==> src/rtl/keylock_cfg_port_pkg.sv <==
package keylock_cfg_port_pkg;
  localparam logic [7:0] KEY_OPEN  = 8'h77;
  localparam logic [7:0] KEY_CLOSE = 8'hAA;

  localparam logic [7:0] IX_CHSEL  = 8'h07;
  localparam logic [7:0] IX_DEVHI  = 8'h20;
  localparam logic [7:0] IX_DEVLO  = 8'h21;
  localparam logic [7:0] IX_MFRHI  = 8'h23;
  localparam logic [7:0] IX_MFRLO  = 8'h24;
  localparam logic [7:0] IX_LINE   = 8'hF0;

  localparam logic [7:0] VAL_DEVHI = 8'h02;
  localparam logic [7:0] VAL_DEVLO = 8'h16;
  localparam logic [7:0] VAL_MFRHI = 8'h19;
  localparam logic [7:0] VAL_MFRLO = 8'h34;

  localparam logic [7:0] CLOSED_RD = 8'hFF;

  // control field sits in data bits [MODE_LSB +: MODE_W]
  localparam int MODE_W   = 4;
  localparam int MODE_LSB = 2;

  typedef enum logic [1:0] {
    GATE_SHUT  = 2'd0,
    GATE_ARMED = 2'd1,
    GATE_OPEN  = 2'd2
  } gate_t;
endpackage

==> src/rtl/keylock_cfg_keyseq.sv <==
module keylock_cfg_keyseq
  import keylock_cfg_port_pkg::*;
(
  input  logic       clk,
  input  logic       rst_n,
  input  logic       idx_we,
  input  logic [7:0] wdata,
  output logic       open_o,
  output logic       idx_load
);
  gate_t state, state_nx;

  always_comb begin
    state_nx = state;
    idx_load = 1'b0;
    if (idx_we) begin
      unique case (state)
        GATE_SHUT:  state_nx = (wdata == KEY_OPEN) ? GATE_ARMED : GATE_SHUT;
        GATE_ARMED: state_nx = (wdata == KEY_OPEN) ? GATE_OPEN  : GATE_SHUT;
        GATE_OPEN: begin
          if (wdata == KEY_CLOSE) state_nx = GATE_SHUT;
          else                    idx_load = 1'b1;
        end
        default: state_nx = GATE_SHUT;
      endcase
    end
  end

  always_ff @(posedge clk or negedge rst_n) begin
    if (!rst_n) state <= GATE_SHUT;
    else        state <= state_nx;
  end

  assign open_o = (state == GATE_OPEN);
endmodule

==> src/rtl/keylock_cfg_bank.sv <==
module keylock_cfg_bank
  import keylock_cfg_port_pkg::*;
#(
  parameter int NUM_CH = 4,
  localparam int SEL_W = (NUM_CH > 1) ? $clog2(NUM_CH) : 1
) (
  input  logic                     clk,
  input  logic                     rst_n,
  input  logic                     sel_we,
  input  logic                     mode_we,
  input  logic [7:0]               wdata,
  output logic [SEL_W-1:0]         sel_q,
  output logic [NUM_CH*MODE_W-1:0] mode_q
);
  logic sel_ok;
  assign sel_ok = (wdata < 8'(NUM_CH));

  always_ff @(posedge clk or negedge rst_n) begin
    if (!rst_n)               sel_q <= '0;
    else if (sel_we && sel_ok) sel_q <= wdata[SEL_W-1:0];
  end

  for (genvar c = 0; c < NUM_CH; c++) begin : g_ch
    logic hit;
    assign hit = mode_we && (sel_q == SEL_W'(c));
    always_ff @(posedge clk or negedge rst_n) begin
      if (!rst_n)   mode_q[c*MODE_W +: MODE_W] <= '0;
      else if (hit) mode_q[c*MODE_W +: MODE_W] <= wdata[MODE_LSB +: MODE_W];
    end
  end
endmodule

==> src/rtl/keylock_cfg_port.sv <==
module keylock_cfg_port
  import keylock_cfg_port_pkg::*;
#(
  parameter logic [7:0] IDX_ADDR  = 8'h4E,
  parameter logic [7:0] DATA_ADDR = 8'h4F
) (
  input  logic       clk,
  input  logic       rst_n,
  input  logic [7:0] bus_addr,
  input  logic [7:0] bus_wdata,
  input  logic       bus_wr,
  input  logic       bus_rd,
  output logic [7:0] bus_rdata,
  output logic       bus_rvalid,
  output logic [3:0] ch0_mode,
  output logic [3:0] ch1_mode,
  output logic [3:0] ch2_mode,
  output logic [3:0] ch3_mode
);
  localparam int NUM_CH = 4;
  localparam int SEL_W  = $clog2(NUM_CH);

  logic                     unlocked;
  logic                     idx_load;
  logic [7:0]               index_q;
  logic [SEL_W-1:0]         sel_q;
  logic [NUM_CH*MODE_W-1:0] mode_q;
  logic                     data_we;
  logic [7:0]               reg_val;
  logic [MODE_W-1:0]        cur_mode;

  keylock_cfg_keyseq u_keyseq (
    .clk      (clk),
    .rst_n    (rst_n),
    .idx_we   (bus_wr && (bus_addr == IDX_ADDR)),
    .wdata    (bus_wdata),
    .open_o   (unlocked),
    .idx_load (idx_load)
  );

  always_ff @(posedge clk or negedge rst_n) begin
    if (!rst_n)        index_q <= '0;
    else if (idx_load) index_q <= bus_wdata;
  end

  assign data_we = unlocked && bus_wr && (bus_addr == DATA_ADDR);

  keylock_cfg_bank #(.NUM_CH(NUM_CH)) u_bank (
    .clk     (clk),
    .rst_n   (rst_n),
    .sel_we  (data_we && (index_q == IX_CHSEL)),
    .mode_we (data_we && (index_q == IX_LINE)),
    .wdata   (bus_wdata),
    .sel_q   (sel_q),
    .mode_q  (mode_q)
  );

  assign cur_mode = mode_q[sel_q*MODE_W +: MODE_W];

  always_comb begin
    unique case (index_q)
      IX_CHSEL: reg_val = 8'(sel_q);
      IX_DEVHI: reg_val = VAL_DEVHI;
      IX_DEVLO: reg_val = VAL_DEVLO;
      IX_MFRHI: reg_val = VAL_MFRHI;
      IX_MFRLO: reg_val = VAL_MFRLO;
      IX_LINE:  reg_val = 8'(cur_mode) << MODE_LSB;
      default:  reg_val = 8'h00;
    endcase
  end

  always_ff @(posedge clk or negedge rst_n) begin
    if (!rst_n) begin
      bus_rvalid <= 1'b0;
      bus_rdata  <= '0;
    end else begin
      bus_rvalid <= bus_rd;
      if (bus_rd) begin
        if (bus_addr != DATA_ADDR) bus_rdata <= 8'h00;
        else if (unlocked)         bus_rdata <= reg_val;
        else                       bus_rdata <= CLOSED_RD;
      end
    end
  end

  assign ch0_mode = mode_q[0*MODE_W +: MODE_W];
  assign ch1_mode = mode_q[1*MODE_W +: MODE_W];
  assign ch2_mode = mode_q[2*MODE_W +: MODE_W];
  assign ch3_mode = mode_q[3*MODE_W +: MODE_W];
endmodule

==> config.mk <==
export PLATFORM = sky130hd
export DESIGN_NAME = keylock_cfg_port
export DESIGN_NICKNAME = d
export VERILOG_FILES = /design/src/rtl/keylock_cfg_port_pkg.sv /design/src/rtl/keylock_cfg_keyseq.sv /design/src/rtl/keylock_cfg_bank.sv /design/src/rtl/keylock_cfg_port.sv
export SDC_FILE = /design/constraint.sdc
export NUM_CORES = 1
export LEC_CHECK = 0
export BUFFER_PORTS_ARGS = -buffer_cell sky130_fd_sc_hd__buf_2
export CORE_ASPECT_RATIO = 1.1
export CORE_MARGIN = 2
export CORE_UTILIZATION = 35
export CTS_CLUSTER_DIAMETER = 200
export DETAILED_ROUTE_END_ITERATION = 10
export SYNTH_ARGS = -nofsm -noshare
export SYNTH_HDL_FRONTEND = slang
export SYNTH_SLANG_ARGS = --single-unit
==> constraint.sdc <==
create_clock -name clk -period 2.5 [get_ports clk]
set_clock_uncertainty 0.05 [all_clocks]
set_input_delay 0.375 -clock clk [delete_from_list [all_inputs] [get_ports clk]]
set_output_delay 0.375 -clock clk [all_outputs]
set_load 0.03 [all_outputs]
# --- Yosys cells after proc, flatten, opt, wreduce, memory -nomap -nowiden ---
# Index checks and enable logic that the tools add are counted.
word_totals:
  ff_bits: 37
  out_inout_bits: 25
  wordCells: 51
classes:
  n_lt_le_gt_ge: 1
  n_eq_ne: 17
  shifts: 1
  n_mux: 10
  n_reduce_logical: 13
ops:
  columns: ["operator", "count"]
  rows:
  - ["case mux 6 bit (6 select lines)", 1]
  - ["equality test 8 x 6 -> 1 bit, second input constant", 4]
  - ["equality test 8 x 7 -> 1 bit, second input constant", 3]
  - ["equality test 8 bit, second input constant", 2]
  - ["two-way mux 8 bit", 2]
  - ["variable part select 16 x 5 -> 4 bit", 1]
  - ["logical AND 1 bit", 10]
  - ["equality test 8 x 3 -> 1 bit, second input constant", 1]
  - ["less-than comparator 8 x 3 -> 1 bit, second input constant", 1]
  - ["!= test 8 x 7 -> 1 bit, second input constant", 1]
  - ["equality test 2 bit, second input constant", 3]
  - ["case mux 2 bit (3 select lines)", 1]
  - ["equality test 2 x 1 -> 1 bit, second input constant", 2]
  - ["logical NOT 2 bit", 2]
  - ["two-way mux 1 bit", 4]
  - ["two-way mux 2 bit", 2]
  - ["!= test 2 x 1 -> 1 bit, second input constant", 1]
  - ["AND reduction 2 bit", 1]

# --- Longest topological paths before layout ---
# Gate-level depths: netlist (run 1).
depth:
  depth_word: 5
  depth_mapped: 4
  depth_no_buf: 4

# --- By module ---
# Synthesis (run 1) repeated with hierarchy kept, for this count alone.
hier_totals:
  cells_unflattened: 142
  hier_area_um2: 1805.5
by_module_without_submodules:
  columns: ["module", "n_inst", "cells_per_inst", "area_per_inst_um2", "seq_area_each_um2"]
  rows:
  - ["keylock_cfg_port", 1, 84, 954.7, 400.4]
  - ["keylock_cfg_bank", 1, 43, 709.4, 450.4]
  - ["keylock_cfg_keyseq", 1, 15, 141.4, 50.0]

# --- Worst setup path before layout (run 1) ---
# OpenSTA, ideal clock, no wires.
synth_path:
  path_kind: "register to register"
  start: "register index_q[0]"
  end: "register u_bank.mode_q[0]"
  setup_ps: 125
  arrival_time_ps: 1732
  required_ps: 2325
  setup_slack_ps: 593
  path_stages_with_launch: 5
  n_path_buf: 0
  cell_sequence: "dfrtp_1 > or3_1 > nor3_4 > and4bb_2 > mux2_2"
synth_between:
  elab_chain_cells: 3
synth_lines:
  columns: ["element", "line", "text"]
  rows:
  - ["start: declaration", "keylock_cfg_port.sv:25", "logic [7:0] index_q;"]
  - ["start signal: assignment", "keylock_cfg_port.sv:43", "else if (idx_load) index_q <= bus_wdata;"]
  - ["equality test 8 bit", "keylock_cfg_port.sv:52", ".mode_we (data_we && (index_q == IX_LINE)),"]
  - ["logical AND 1 bit", "keylock_cfg_port.sv:52", null]
  - ["logical AND 1 bit", "keylock_cfg_bank.sv:25", "assign hit = mode_we && (sel_q == SEL_W'(c));"]
  - ["end signal: indexed assignment", "keylock_cfg_bank.sv:28", "else if (hit) mode_q[c*MODE_W +: MODE_W] <= wdata[MODE_LSB +: MODE_W];"]
  - ["end: declaration", "keylock_cfg_bank.sv:13", "output logic [NUM_CH*MODE_W-1:0] mode_q"]
# Every way passes these cells.
# A chain may end at the register's enable or synchronous reset.

# --- Worst setup path in the final report (run 1) ---
layout_path:
  start: "register index_q[0]"
  end: "register u_bank.mode_q[3]"
# The elaborated chain is that of the path after synthesis.

==> results.yml, run 1 <==
run_status:
  run_status: "completed"
timing:
  worst_pin_slew_ns: 0.799
  finalCritPeriodShare: 0.855
  setup_tns_ns: 0
  setup_viol: 0
  hold_viol: 0
  grt_setup_unrepaired: "no"
  relSlewSlack: 0.467
  fmaxAchievable_ghz: 0.468
  fin_crit_ns: 2.14
  drv_slew: 0
  fin_ws_ns: 0.362
logic_synthesis:
  ys_types: 36
  synth_edf_count: 0
  synth_top_area_frac: 0.519
  syn_inst: 133
  ys_seq_area_frac: 0.519
  syn_area_per_cell_um2: 13.1
  synth_nets: 153
  yosys_register_bits: 36
  async_reset_ff_frac: 1.00
  yosys_most_used_dff: "dfrtp_1"
  ys_top_cells_by_area: "dfrtp_1 52%, mux2_2 17%, mux4_2 5.2%, o22ai_1 2.5%, inv_1 1.7%"
  yosysWarnings: 0
  yosysTopAreaCell: "dfrtp_1"
  synth_area_um2: 1740
layout:
  finalNetCount: 201
  layout_commonest_cell: "buf_2"
  antenna_cells: 0
  layout_common_cells: "44 x buf_2, 36 x dfrtp_1, 26 x mux2_2"
  drive_gt1_frac: 0.464
  syn2layout_area_growth_pct: 20.5
worst_setup_path:
  cp.buffers_inverters: 0
  cp_slowest_cell: "dfrtp_1"
  worstPathRequired_ns: 2.62
  r2r_setup_slack_ns: 0.36
  cp_cell_sequence: "or3_1, nor3_4, and4bb_2, mux2_2"
  critPathKind: "flip-flop to flip-flop"
  start_kind: "flip-flop"
  slowest_delay_ns: 0.45
  cp_data_arrival_time_ns: 2.25
  end_kind: "flip-flop"
  critPathTopFamily: "simple AND/OR/NAND/NOR gates"
  crit_fanout: 8
die:
  die_x_um: 71.2
  io_pins: 45
  die_y_um: 77.9
  rows: 26
  start_util: 0.368
  design.core.area_um2: 4720
  fp.dieArea_um2: 5540
hold_path:
  hold_class: "input port to async pin"
clock_network:
  cts-resized-gates: 0
  clk_pin_slew_ns: 0.07
  clk_latency_ns: 0.29
  h-tree-depth: 2
  numCtsBuffers: 5
  ctsHoldBuffers: 0
  clock-root-buffer: "clkbuf_8"
  clock-sinks: 36
  clockBufferDepth: 2
  cts_tree: "done"
  post_cts_buffers: 0
routing:
  drt-initial-drc-count: 52
  firstDrtPassIters: 4
  route.detailed.drc: 0
  ant_nets: 0
  wl_per_cell_um: 18.0
  via_per_inst: 5.63
  wirelength_um: 4260
  vias: 1334
placement:
  hpwl_um: 3190
  io_buffers: 44
  gp_congestion: 0.749
  pre_cts_slack_ns: 0.348
global_routing:
  grt_overflow: 0
  grt_max_degree: 37
  antenna_found_initial: 0
  grt_first_pass_wirelength_um: 6940
  grt_pass1_vias: 1418
  grt_usage: 0.165
power:
  p_total_mw: 1.02
  power.leakage_nw: 1.06
  powerDensity_nw_per_um2: 488
  vdd_drop_max_uv: 330
job:
  cap_viol_max_count: 0
routing by layer:
metal	GRT usage	wire, µm	share of wire
met5	0	0	0
met4	0.0660	75	0.018
met3	0.0519	293	0.069
met2	0.289	2190	0.51
met1	0.184	1700	0.40
final cells by class:
class	instances	area [µm²]
well taps	56	70.1
flip-flops and latches	36	901
clock buffers	6	72.6
repair buffers	45	228
fillers	460	2620
inverters	8	30.0
clock inverters	1	5.00
multi-input cells	85	787
flip-flops by register name, indices dropped and copies added (netlist names):
| register | flops |
|---|---|
| u_bank.mode_q | 16 |
| index_q | 8 |
| bus_rvalid | 1 |
| bus_rdata | 7 |
| u_bank.sel_q | 2 |
| u_keyseq.state | 2 |
worst paths after layout:
path                               from               end  cells after the start
setup / recovery             index_q[0]  u_bank.mode_q[3]                      4
max in group asynchronous         rst_n  u_bank.mode_q[0]                      1
hold / removal                    rst_n      bus_rdata[5]                      1
min in group clk                 bus_rd        bus_rvalid                      1
setup reg to reg             index_q[0]  u_bank.mode_q[3]                      4
hold reg to reg            bus_rdata[0]      bus_rdata[0]                      2
cells by family after synthesis:
| kind of cell | synth area share |
|---|---|
| compound gates | 0.0721 |
| simple gates | 0.150 |
| flops | 0.519 |
| xor+xnor | 0.00504 |
| buf+inv | 0.0281 |
| mux | 0.226 |
per-stage QoR:
| step | area (µm²) | instances | hold slack (ns) | util |
|---|---|---|---|---|
| after floorplan | 1740 | 133 | 0.0294 | - |
| after global placement | 2020 | 230 | 0.443 | 0.427 |
| after global routing | 2090 | 237 | 0.182 | 0.444 |
| after CTS | 2090 | 237 | 0.138 | 0.444 |
| after detailed placement | 2020 | 230 | 0.460 | 0.427 |
| final | 2090 | 237 | 0.117 | 0.444 |
synthesized netlist by cell type, types with 2 or more instances:
| master | instances |
|---|---|
| a21oi_1 | 2 |
| a221oi_1 | 2 |
| and3_1 | 2 |
| and4_1 | 3 |
| and4b_1 | 2 |
| clkbuf_1 | 2 |
| dfrtp_1 | 36 |
| inv_1 | 8 |
| mux2_2 | 26 |
| mux4_2 | 4 |
| nand2b_1 | 2 |
| nand3_1 | 3 |
| nand4_1 | 3 |
| nand4b_1 | 3 |
| nor2_1 | 2 |
| nor3_1 | 4 |
| nor4b_1 | 3 |
| o22ai_1 | 7 |
| o2bb2ai_1 | 2 |
power breakdown:
group	switching, mW	internal [mW]	total [mW]
clock network	0.196	0.189	0.385
registers	0.00181	0.585	0.587
logic	0.0332	0.0168	0.0500
Note: power is estimated with default switching activity, not from simulation.
==> run 2, diff against run 1 <==
- ABC_AREA: not set -> 1
==> run 2 against run 1 <==
  * Setup slack improved by 0.50 ns
  * Register-to-register slack improved by 0.50 ns
  * Sequential share of layout area decreased by 6.5 points
  * Global-route usage is 1.2 points lower
  * Via count grew 43%
  * Largest cell class is now multi-input combinational cells
  * Highest routed layer unchanged
==> results.yml, run 2 <==
clock_network:
  numCtsBuffers: 5
  post_cts_buffers: 0
  clock-root-buffer: "clkbuf_8"
  clk_latency_ns: 0.29
  cts_tree: "done"
  cts-resized-gates: 0
  h-tree-depth: 2
  clk_pin_slew_ns: 0.09
  clockBufferDepth: 2
  clock-sinks: 36
  ctsHoldBuffers: 0
job:
  cap_viol_max_count: 0
logic_synthesis:
  async_reset_ff_frac: 1.00
  ys_top_cells_by_area: "dfrtp_1 43%, nand2_1 24%, nand3_1 9.0%, nor2_1 4.6%, nor2_4 4.3%"
  ys_types: 19
  yosys_most_used_dff: "dfrtp_1"
  synth_nets: 312
  ys_seq_area_frac: 0.427
  syn_inst: 292
  synth_area_um2: 2110
  syn_area_per_cell_um2: 7.23
  yosysWarnings: 0
  synth_edf_count: 0
  yosysTopAreaCell: "dfrtp_1"
  yosys_register_bits: 36
  ys_top_cells_by_count: "135 x nand2_1, 38 x nand3_1, 36 x dfrtp_1"
  synth_top_area_frac: 0.427
  yosysMostFrequentCell: "nand2_1"
layout:
  largest_register_ffs: 16
  top_regs: "u_bank.mode_q: 16 flops, index_q: 8 flops, bus_rdata: 7 flops"
  layout_commonest_cell: "nand2_1"
  top_register: "u_bank.mode_q"
  layout_common_cells: "135 x nand2_1, 44 x buf_2, 38 x nand3_1"
  syn2layout_area_growth_pct: 16.8
  multiInputGateArea_um2: 1040
  drive_gt1_frac: 0.228
  antenna_cells: 0
  instances_no_fill: 414
  ff_latch_area_um2: 901
  finalNetCount: 356
  nFillCells: 662
timing:
  fin_ws_ns: 0.858
  finalCritPeriodShare: 0.657
  relSlewSlack: 0.459
  hold_viol: 0
  grt_setup_unrepaired: "no"
  fmaxAchievable_ghz: 0.609
  drv_slew: 0
  fin_crit_ns: 1.64
  worst_pin_slew_ns: 0.811
  setup_tns_ns: 0
  setup_viol: 0
worst_setup_path:
  critPathKind: "flip-flop to flip-flop"
  critPathTopFamily: "simple AND/OR/NAND/NOR gates"
  end_kind: "flip-flop"
  slowest_delay_ns: 0.46
  timing.critical_path.mode_cell: "nor2_4"
  cp_slowest_cell: "nor2_4"
  start_kind: "flip-flop"
  cp_cell_sequence: "nor2_4, inv_2, nor2_4, nand2_2, nor2_4, nand2_4, nand2_1, nand2_1"
  cp_data_arrival_time_ns: 1.78
  cp.buffers_inverters: 1
  worstPathRequired_ns: 2.64
  crit_fanout: 20
routing:
  firstDrtPassIters: 4
  ant_nets: 0
  wirelength_um: 4810
  wl_met1_um: 2200
  vias: 1906
  dr_wl_met2_um: 2380
  route.detailed.drc: 0
  drt-initial-drc-count: 95
  top_layer: "met4"
  wl_met3_um: 158
  via_per_inst: 4.60
  wl_per_cell_um: 11.6
placement:
  gp_congestion: 0.833
  io_buffers: 44
  dp.cells: 406
  hpwl_um: 3580
  pre_cts_slack_ns: 0.782
hold_path:
  hold_class: "input port to async pin"
power:
  p_int_mw: 0.909
  net-switching-power_mw: 0.287
  powerDensity_nw_per_um2: 485
  p_clk_frac: 0.443
  p_sw_frac: 0.240
  p_comb_frac: 0.066
  seq_power_share: 0.491
  vdd_drop_max_uv: 185
  power.leakage_nw: 1.44
global_routing:
  grt_first_pass_wirelength_um: 8040
  antenna_found_initial: 0
  grt_overflow: 0
  grt_max_degree: 37
  grt_usage: 0.153
  grt_pass1_vias: 1749
die:
  start_util: 0.364
  rows: 29
  die_x_um: 78.1
  fp.dieArea_um2: 6670
  design.core.area_um2: 5810
  io_pins: 45
  die_y_um: 85.5
run_status:
  run_status: "completed"
[run 2: changes by cell type in the layout (fill, tap and decap cells not counted), sizes merged, moves of 4 or more]
cell   previous run  this run
o22ai             7         0
nor2              2        37
inv               8        27
mux2             26         0
nand3             3        39
nor3              5         1
mux4              4         0
nand2             0       143
[run 2: worst paths after layout]
path	to	depth (start not counted)	slack, ns	from
max	u_bank.mode_q[7]	8	0.86	index_q[3]
min	u_bank.mode_q[3]	1	0.11	rst_n
max reg2reg	u_bank.mode_q[7]	8	0.86	index_q[3]
min reg2reg	bus_rdata[3]	2	0.42	bus_rdata[3]
max in group asynchronous	bus_rdata[6]	1	1.76	rst_n
min in group clk	bus_rvalid	1	0.16	bus_rd
[run 2: worst register-to-register path: stages (launching register included)]
cell     delay (ns)
dfrtp_1        0.43
nor2_4         0.15
inv_2          0.06
nor2_4         0.07
nand2_2        0.07
nor2_4         0.46
nand2_4        0.12
nand2_1        0.08
nand2_1        0.05
[run 2: power by group through the flow]
stage / Combinational, mW / Clock (mW) / Sequential, mW
floorplan: 0.0371 / 0 / 0.601
global placement: 0.0807 / 0 / 0.598
detailed placement: 0.0812 / 0 / 0.598
CTS: 0.0815 / 0.547 / 0.587
global route: 0.0897 / 0.577 / 0.587
finish: 0.0790 / 0.530 / 0.587
[run 2: through the flow]
step                      hold slack [ns]  instance area, µm²   util  power [mW]
after floorplan                    0.0294                2110      -       0.638
after global placement              0.409                2350  0.405       0.679
after detailed placement            0.411                2350  0.405       0.680
after CTS                           0.149                2470  0.425        1.21
after global routing                0.152                2470  0.425        1.25
final                               0.111                2470  0.425        1.20
[run 2: cells by family after synthesis]
group / Yosys count / share of synthesized area
DFF: 36 / 0.427
buffers and inverters: 33 / 0.0829
and+or+nand+nor: 221 / 0.486
AOI/OAI and AO/OA: 2 / 0.00474
[run 2: final cells by class]
type	instances	area share
multi-input combinational	223	0.420
sequential	36	0.365
timing repair buffer	44	0.0893
inverter	26	0.0396
tap	77	0.0391
clock buffer	5	0.0279
clock inverter	3	0.0188
[run 2: metal layers]
metal	global-route usage	vias to the layer above
li1	-	988
met4	0.0542	0
met1	0.194	884
met3	0.0330	4
met5	0	-
met2	0.257	30
==> run 3, diff against run 2 <==
- ABC_AREA: 1 -> 0
- clock period: 2.5 -> 1.5 ns (I/O delays scaled with it)
==> run 3 against run 2 <==
  * The flow now finishes with violations (negative setup slack)
  * Sequential power grew 66%
  * Final cell count shrank 33%
  * Routed wire length shrank 0.19%
  * Critical path type unchanged
  * Largest cell class is now sequential cells
==> results.yml, run 3 (same netlist as run 1, synthesis figures left out) <==
run_status:
  run_status: "finished with violations"
  violations: "negative setup slack"
layout:
  final_cell_area_um2: 2520
  top_regs: "u_bank.mode_q: 16 flops, index_q: 8 flops, bus_rdata: 7 flops"
  finalNetCount: 240
  syn2layout_area_growth_pct: 44.9
  layout_commonest_cell: "buf_2"
  top_register: "u_bank.mode_q"
  antenna_cells: 0
  drive_gt1_frac: 0.611
  largest_register_ffs: 16
  layout_common_cells: "44 x buf_2, 34 x buf_4, 33 x dfrtp_1"
  nFillCells: 411
hold_path:
  worstHoldStart: "bus_rd"
  worstHoldEndpoint: "bus_rvalid"
  hold_class: "input port to flip-flop"
  worstHoldPathCells: 1
global_routing:
  grt_overflow: 0
  grt_first_pass_wirelength_um: 7890
  antenna_found_initial: 0
  grt_max_degree: 37
  grt_pass1_vias: 1589
  grt_usage: 0.185
clock_network:
  numCtsBuffers: 5
  clk_pin_slew_ns: 0.08
  clock-root-buffer: "clkbuf_8"
  clockBufferDepth: 2
  h-tree-depth: 2
  clk_latency_ns: 0.29
  clock-sinks: 36
  cts_tree: "done"
power:
  power.leakage_nw: 1.33
  vdd_drop_max_uv: 438
  p_total_mw: 1.86
  powerDensity_nw_per_um2: 738
placement:
  hpwl_um: 3460
  gp_congestion: 0.828
  io_buffers: 44
  placed_area_um2: 2260
  pre_cts_slack_ns: -0.311
routing:
  wirelength_um: 4800
  drt-initial-drc-count: 27
  wl_per_cell_um: 17.3
  route.detailed.drc: 0
  via_per_inst: 5.28
  firstDrtPassIters: 4
  vias: 1463
  ant_nets: 0
timing:
  grt_setup_unrepaired: "yes"
  hold_viol: 0
  fin_ws_ns: -0.324
  fin_crit_ns: 1.82
  worst_pin_slew_ns: 0.456
  drv_slew: 0
  whs_ns: 0.0885
  fmaxAchievable_ghz: 0.548
  setup_viol: 23
  relSlewSlack: 0.696
  finalCritPeriodShare: 1.22
job:
  cap_viol_max_count: 0
worst_setup_path:
  rr_startpoint: "index_q[3]"
  r2r_end: "u_bank.mode_q[11]"
  end_kind: "flip-flop"
  worstPathRequired_ns: 1.62
  start_kind: "flip-flop"
  crit_fanout: 4
  cp_data_arrival_time_ns: 1.94
  r2r_setup_slack_ns: -0.32
  r2r_cells: 6
  critPathKind: "flip-flop to flip-flop"
die:
  rows: 26
  fp.dieArea_um2: 5540
  design.core.area_um2: 4720
  io_pins: 45
  start_util: 0.368
  die_x_um: 71.2
  die_y_um: 77.9
## run 3: cell count changes in the layout (fill, tap and decap cells not counted), sizes merged, moves of 4 or more
cell   change
inv       -19
nand2    -143
nand3     -36
mux2      +26
buf       +39
nor2      -35
o22ai      +7
mux4       +4
nor3       +4
## run 3: layout make-up
type	instances	area, µm²	area share
Clock buffer	8	100	0.0398
Inverter	8	30.0	0.0119
Multi-Input combinational cell	85	870	0.346
Sequential cell	36	905	0.360
Tap cell	56	70.1	0.0278
Timing Repair Buffer	84	542	0.215
## run 3: timing repair
item	4_1_cts	5_1_grt
endpoints found under the hold margin	36	0
pin swaps	7	5
setup endpoints to repair	23	32
gates resized for setup	14	7
hold buffers	1	0
setup buffers	6	2
## run 3: where the power goes
part           internal [mW]  switching, mW
logic                 0.0509         0.0642
clock network          0.419          0.347
registers              0.974        0.00160
total                   1.44          0.413
## run 3: worst max-delay path by stage
stage                           start  depth (start not counted)           endpoint
after floorplan            index_q[3]                          4   u_bank.mode_q[0]
after global placement    bus_addr[5]                          5   u_bank.mode_q[3]
after detailed placement   index_q[3]                          4   u_bank.mode_q[2]
after CTS                  index_q[3]                          6  u_bank.mode_q[11]
after global routing       index_q[3]                          6  u_bank.mode_q[11]
final                      index_q[3]                          6  u_bank.mode_q[11]
## run 3: metal layers
layer	global-route usage	vias to the layer above	routed length, µm
met2	0.322	45	2450
met4	0.0472	0	52
met5	0	-	0
li1	-	686	-
met3	0.0481	9	240
met1	0.224	723	2060
## run 3: metrics by stage
step / TNS (ns) / instances / util
2_1_floorplan: -4.18 / 133 / -
3_3_place_gp: -5.96 / 261 / 0.480
3_5_place_dp: -6.31 / 261 / 0.480
4_1_cts: -4.19 / 276 / 0.525
5_1_grt: -6.40 / 277 / 0.533
6_report: -4.96 / 277 / 0.533
## run 3: worst max-delay path, stage by stage, from the launching register on
cell and delay (ns):
dfrtp_1 0.40, or3_4 0.41, nor3_4 0.15, buf_6 0.13, nand4b_1 0.12, buf_6 0.16
mux2_4 0.29
